**src/rtl/stride_pf_pkg.sv**
```systemverilog
package stride_pf_pkg;

    typedef enum logic [1:0] {
        CS_INIT   = 2'd0,
        CS_TRANS  = 2'd1,
        CS_STEADY = 2'd2,
        CS_NOPRED = 2'd3
    } conf_state_e;

endpackage

```
**src/rtl/stride_pf_table.sv**
```systemverilog
module stride_pf_table
    import stride_pf_pkg::*;
#(
    parameter int ADDR_W = 32,
    parameter int TAG_W  = 28,
    parameter int IDX_W  = 4
) (
    input  logic              clk,
    input  logic              rst_n,
    input  logic [IDX_W-1:0]  idx,
    input  logic              wr_en,
    input  logic [TAG_W-1:0]  wr_tag,
    input  logic [ADDR_W-1:0] wr_prev,
    input  logic [ADDR_W-1:0] wr_stride,
    input  conf_state_e       wr_state,
    output logic              rd_valid,
    output logic [TAG_W-1:0]  rd_tag,
    output logic [ADDR_W-1:0] rd_prev,
    output logic [ADDR_W-1:0] rd_stride,
    output conf_state_e       rd_state
);

    localparam int SLOTS = 1 << IDX_W;

    logic [SLOTS-1:0]  valid_q;
    logic [TAG_W-1:0]  tag_q    [SLOTS];
    logic [ADDR_W-1:0] prev_q   [SLOTS];
    logic [ADDR_W-1:0] stride_q [SLOTS];
    conf_state_e       state_q  [SLOTS];

    // Occupancy flags are the only reset state; payload is qualified by them.
    always_ff @(posedge clk) begin
        if (!rst_n) begin
            valid_q <= '0;
        end else if (wr_en) begin
            valid_q[idx] <= 1'b1;
        end
    end

    generate
        for (genvar s = 0; s < SLOTS; s++) begin : g_slot
            always_ff @(posedge clk) begin
                if (wr_en && (idx == IDX_W'(s))) begin
                    tag_q[s]    <= wr_tag;
                    prev_q[s]   <= wr_prev;
                    stride_q[s] <= wr_stride;
                    state_q[s]  <= wr_state;
                end
            end
        end
    endgenerate

    always_comb begin
        rd_valid  = valid_q[idx];
        rd_tag    = tag_q[idx];
        rd_prev   = prev_q[idx];
        rd_stride = stride_q[idx];
        rd_state  = state_q[idx];
    end

    AST_EMPTY_AFTER_RESET: assert property (@(posedge clk) disable iff (!rst_n)
        $rose(rst_n) |-> (valid_q == '0));

endmodule

```
**src/rtl/stride_pf_fsm.sv**
```systemverilog
module stride_pf_fsm
    import stride_pf_pkg::*;
(
    input  conf_state_e cur_state,
    input  logic        correct,
    output conf_state_e nxt_state,
    output logic        take_new_stride
);

    always_comb begin
        nxt_state       = cur_state;
        take_new_stride = 1'b0;
        unique case (cur_state)
            CS_INIT: begin
                if (correct) begin
                    nxt_state = CS_STEADY;
                end else begin
                    nxt_state       = CS_TRANS;
                    take_new_stride = 1'b1;
                end
            end
            CS_TRANS: begin
                if (correct) begin
                    nxt_state = CS_STEADY;
                end else begin
                    nxt_state       = CS_NOPRED;
                    take_new_stride = 1'b1;
                end
            end
            CS_STEADY: begin
                nxt_state = correct ? CS_STEADY : CS_INIT;
            end
            CS_NOPRED: begin
                if (correct) begin
                    nxt_state = CS_TRANS;
                end else begin
                    nxt_state       = CS_NOPRED;
                    take_new_stride = 1'b1;
                end
            end
            default: begin
                nxt_state = CS_INIT;
            end
        endcase
    end

endmodule

```
**src/rtl/stride_pf_issue.sv**
```systemverilog
module stride_pf_issue #(
    parameter int ADDR_W = 32
) (
    input  logic              clk,
    input  logic              rst_n,
    input  logic              fire,
    input  logic [ADDR_W-1:0] target,
    output logic              pf_valid,
    output logic [ADDR_W-1:0] pf_addr
);

    always_ff @(posedge clk) begin
        if (!rst_n) begin
            pf_valid <= 1'b0;
            pf_addr  <= '0;
        end else begin
            pf_valid <= fire;
            if (fire) begin
                pf_addr <= target;
            end
        end
    end

endmodule

```
**src/rtl/stride_prefetcher.sv**
```systemverilog
module stride_prefetcher
    import stride_pf_pkg::*;
#(
    parameter int PC_W   = 32,
    parameter int ADDR_W = 32,
    parameter int IDX_W  = 4
) (
    input  logic              clk,
    input  logic              rst_n,
    input  logic              ld_valid,
    input  logic [PC_W-1:0]   ld_pc,
    input  logic [ADDR_W-1:0] ld_addr,
    output logic              pf_valid,
    output logic [ADDR_W-1:0] pf_addr
);

    localparam int TAG_W = PC_W - IDX_W;

    logic [IDX_W-1:0]  slot_idx;
    logic [TAG_W-1:0]  slot_tag;
    logic              rd_valid;
    logic [TAG_W-1:0]  rd_tag;
    logic [ADDR_W-1:0] rd_prev;
    logic [ADDR_W-1:0] rd_stride;
    conf_state_e       rd_state;
    logic              hit;
    logic [ADDR_W-1:0] delta;
    logic              correct;
    conf_state_e       fsm_next;
    logic              take_new;
    logic [ADDR_W-1:0] upd_stride;
    conf_state_e       upd_state;
    logic              fire;
    logic [ADDR_W-1:0] target;

    assign slot_idx = ld_pc[IDX_W-1:0];
    assign slot_tag = ld_pc[PC_W-1:IDX_W];

    stride_pf_table #(
        .ADDR_W (ADDR_W),
        .TAG_W  (TAG_W),
        .IDX_W  (IDX_W)
    ) u_table (
        .clk       (clk),
        .rst_n     (rst_n),
        .idx       (slot_idx),
        .wr_en     (ld_valid),
        .wr_tag    (slot_tag),
        .wr_prev   (ld_addr),
        .wr_stride (upd_stride),
        .wr_state  (upd_state),
        .rd_valid  (rd_valid),
        .rd_tag    (rd_tag),
        .rd_prev   (rd_prev),
        .rd_stride (rd_stride),
        .rd_state  (rd_state)
    );

    always_comb begin
        hit     = rd_valid && (rd_tag == slot_tag);
        delta   = ld_addr - rd_prev;
        correct = (delta == rd_stride);
    end

    stride_pf_fsm u_fsm (
        .cur_state       (rd_state),
        .correct         (correct),
        .nxt_state       (fsm_next),
        .take_new_stride (take_new)
    );

    always_comb begin
        if (!hit) begin
            upd_stride = '0;
            upd_state  = CS_INIT;
        end else begin
            upd_stride = take_new ? delta : rd_stride;
            upd_state  = fsm_next;
        end
        fire   = ld_valid && hit && (fsm_next == CS_STEADY);
        target = ld_addr + upd_stride;
    end

    stride_pf_issue #(
        .ADDR_W (ADDR_W)
    ) u_issue (
        .clk      (clk),
        .rst_n    (rst_n),
        .fire     (fire),
        .target   (target),
        .pf_valid (pf_valid),
        .pf_addr  (pf_addr)
    );

    AST_MISS_SILENT: assert property (@(posedge clk) disable iff (!rst_n)
        (ld_valid && !hit) |=> !pf_valid);

    AST_WRONG_NO_PF: assert property (@(posedge clk) disable iff (!rst_n)
        (ld_valid && hit && !correct) |=> !pf_valid);

    AST_STEADY_KEEPS: assert property (@(posedge clk) disable iff (!rst_n)
        (ld_valid && hit && correct && (rd_state == CS_STEADY))
        |=> (pf_valid && (pf_addr == $past(ld_addr + rd_stride))));

    AST_IDLE_QUIET: assert property (@(posedge clk) disable iff (!rst_n)
        !ld_valid |=> !pf_valid);

endmodule

```
**config.mk**
```make
export PLATFORM = sky130hd
export DESIGN_NAME = stride_prefetcher
export DESIGN_NICKNAME = d
export VERILOG_FILES = /design/src/rtl/stride_pf_pkg.sv /design/src/rtl/stride_pf_table.sv /design/src/rtl/stride_pf_fsm.sv /design/src/rtl/stride_pf_issue.sv /design/src/rtl/stride_prefetcher.sv
export SDC_FILE = /design/constraint.sdc
export NUM_CORES = 2
export LEC_CHECK = 0
export BUFFER_PORTS_ARGS = -buffer_cell sky130_fd_sc_hd__buf_2
export CORE_MARGIN = 3
export CORE_UTILIZATION = 40
export DETAILED_ROUTE_END_ITERATION = 10
export GPL_ROUTABILITY_DRIVEN = 0
export MAX_ROUTING_LAYER = met4
export PLACE_DENSITY = 0.54
export SLEW_MARGIN = 20
export SYNTH_ARGS = -nofsm -noshare
export SYNTH_HDL_FRONTEND = slang
export SYNTH_SLANG_ARGS = --single-unit
```
**constraint.sdc**
```tcl
create_clock -name clk -period 21.2 [get_ports clk]
set_input_delay 4.24 -clock clk [delete_from_list [all_inputs] [get_ports clk]]
set_output_delay 4.24 -clock clk [all_outputs]
set_load 0.05 [all_outputs]
```
==> flow_summary.toml <==
[outcome]
outcome = "complete, no violations"

[final_layout]
fill_cells = 13100
layout.nets = 3320
fin_util_pct = 45.8
syn_to_final_growth_pct = 13.2
drive_gt1_share_pct = 27.7

[global_routing]
grt_pass1_vias = 32500
antenna_found_initial = 20
grt_pass1_wl_um = 236000
globalRoute.totalOverflow = 0
grtUsageTotal_pct = 20.8
grt_max_degree = 118

[sta]
setup_viol_count_final = 0
fin_crit_ps = 15000
tightest_slew_ps = 1070
slew_headroom_pct = 28.4
tns_ps = 0
min_period_over_period_pct = 70.8
slew_viol_final = 0
rsz0062_at_grt = "no"
max_freq_ghz = 0.0667
hold_violations = 0
fin_skew_ps = 27.8

[clock_tree]
htreeDepth = 4
root_buffer = "clkbuf_16"
postCtsHoldBufs = 0
cts.sinks = 1553
path_clk_slew_ps = 60
cts_buffers = 161
clockBufferDepth = 3
worstSkewPairLatency_ps = 780
cts_resized = 0
cts_tree = "done"
post_cts_buffers = 0

[detailed_routing]
vias = 31000
dr_wl_met2_um = 80300
ant_nets = 0
route.detailed.drc = 0
routedWlPerCell_um = 30.4
wl_met1_um = 70200
drt_iter0_markers = 3252
routed.top_layer = "met4"
via_per_inst = 5.77
first_pass_iters = 5
wl_met3_um = 10400
drt_wl_total_um = 163000

[synthesis]
ys_ff_latch = 1553
ys.warnings.count = 0
synth-main-ff-cell = "edfxtp_1"
syn_avg_cell_area_um2 = 21.1
synthDistinctLibCells = 78
synthTopCellsByCount = "edfxtp_1, mux4_2, nor2_1, xnor2_1, mux2i_1"
yosysSeqAreaShare_pct = 72.8
syn-num-nets = 3131
syn_inst = 2997
yosysMostFrequentCell = "edfxtp_1"
syn_area_mm2 = 0.0634
synth_edf_count = 1504
ys_top_cells_by_area = "edfxtp_1, mux4_2, dfxtp_1, ha_1, xnor2_1"
netlist.area_leader.share_pct = 71.3
yosys.area.top_type = "edfxtp_1"
synthArstFlopShare_pct = 0

[pwr]
p_int_uw = 5220
p_comb_share_pct = 7.7
p_sw_uw = 1480
p_leak_uw = 0.0235
seq_power_share_pct = 50.9
swShare_pct = 22.1
pwr-share-clk_pct = 41.4
ir_drop_uv = 72.6
power.density_mw_per_mm2 = 93.4

[die]
dieArea_mm2 = 0.163
die_w_um = 404
die_h_um = 404
pin_count = 100
num_rows = 145
core_mm2 = 0.157
initial_core_util_pct = 40.4

[worst_setup_path]
crit_family = "compound AO/OA/AOI/OAI gates"
worstSetupEndpointType = "register"
critPathKind = "in2reg"
crit_required_ps = 21850
crit_path_max_incr_delay_ps = 720
path_max_fanout = 91
arrival_ps = 15660
cpMaxStageDelayCell = "nor2_1"
cp-start-kind = "input pin"
critPathBufInv = 5

[worst_hold_path]
worstHoldPathType = "reg2reg"

[run]
maxCapViolations = 0

[place]
dpl.hpwl_um = 91900
io_buffers = 99
worst register-to-register path: cells and delay by family, from the launching register on:
kind	cells	cell delay, ps
adders and majority gates	3	1100
and+or+nand+nor	8	2460
muxes	3	1190
buffers and inverters	1	270
AOI/OAI and AO/OA	15	3790
xor gates and xnor gates	3	740
DFF	1	370
state kept, by name (all words and copies together), names as in the netlist:
signal	cells
u_table.valid_q	16
u_table.stride_q	512
u_issue.pf_valid	1
u_table.prev_q	512
u_table.tag_q	448
u_issue.pf_addr	32
u_table.state_q	32
per-layer routing:
metal | vias up | GRT usage [%]
li1 | 12900 | -
met1 | 16800 | 28.2
met2 | 1078 | 33.1
met3 | 198 | 3.87
met4 | 0 | 4.28
met5 | - | -
kinds of logic (layout without fill, tap and decap cells):
| family | count (synthesis) | count (layout) | synth area share, % |
|---|---|---|---|
| XOR/XNOR | 115 | 115 | 1.69 |
| AO/OA/AOI/OAI | 228 | 228 | 2.41 |
| flip-flops | 1553 | 1553 | 72.8 |
| AND/OR/NAND/NOR | 302 | 302 | 2.50 |
| other | 0 | 4 | 0 |
| buffers and inverters | 193 | 513 | 1.47 |
| adder cells (fa/ha/maj) | 67 | 67 | 1.35 |
| multiplexers | 539 | 539 | 17.8 |
through the flow:
| step | hold WS [ps] | cells | total power (uW) | setup WS [ps] | cell area (um2) |
|---|---|---|---|---|---|
| floorplan | 435 | 2997 | 3820 | 6710 | 63400 |
| global placement | 441 | 5081 | 3980 | 5590 | 66400 |
| detailed placement | 450 | 5081 | 3990 | 5430 | 66400 |
| CTS | 464 | 5375 | 6770 | 6250 | 71700 |
| global route | 471 | 5379 | 6940 | 5440 | 71700 |
| finish | 461 | 5379 | 6700 | 6200 | 71700 |
cell usage in the layout (no fill, tap or decap), drive strengths merged, types with 7 or more instances in the layout:
cell type and instances:
nand3 26, o21a 23, nor3 20, o21ai 44, clkinv 53, mux2 7
xnor2 88, a21oi 60, nand2 42, mux4 465, bufinv 10, dfxtp 49
nor2b 39, mux2i 67, buf 164, nor2 91, edfxtp 1504, nand2b 14
ha 65, clkbuf 221, a22oi 12, nand4 21, inv 63, a211oi 7
and2 16, o31ai 7, xor2 23, a21o 29
worst paths after layout:
| path | startpoint | end | slack [ps] | depth (start not counted) |
|---|---|---|---|---|
| min | u_table.valid_q[2] | u_table.valid_q[2] | 460 | 1 |
| max | ld_pc[0] | u_issue.pf_addr[31] | 6200 | 36 |
| min reg2reg | u_table.valid_q[2] | u_table.valid_q[2] | 460 | 1 |
| max reg2reg | u_table.prev_q[15][0] | u_issue.pf_addr[31] | 11150 | 33 |
power groups by stage:
stage               sequential, uW  combinational (uW)  clock (uW)
detailed placement            3470                 517           0
CTS                           3410                 520        2840
global route                  3410                 557        2970
finish                        3410                 519        2770
floorplan                     3470                 350           0
global placement              3470                 513           0
area by class of cell:
type                    instances  area, um2  share of cell area [%]
diodes                          4       10.0                  0.0140
inverters                      54        203                   0.283
multi-input cells            1251      16500                    22.9
clock buffers                 220       4510                    6.29
clock inverters                74        708                   0.987
flip-flops and latches       1553      46100                    64.3
well taps                    2058       2570                    3.59
repair buffers                165       1110                    1.55
No activity file was read; power rests on OpenSTA's default activity.
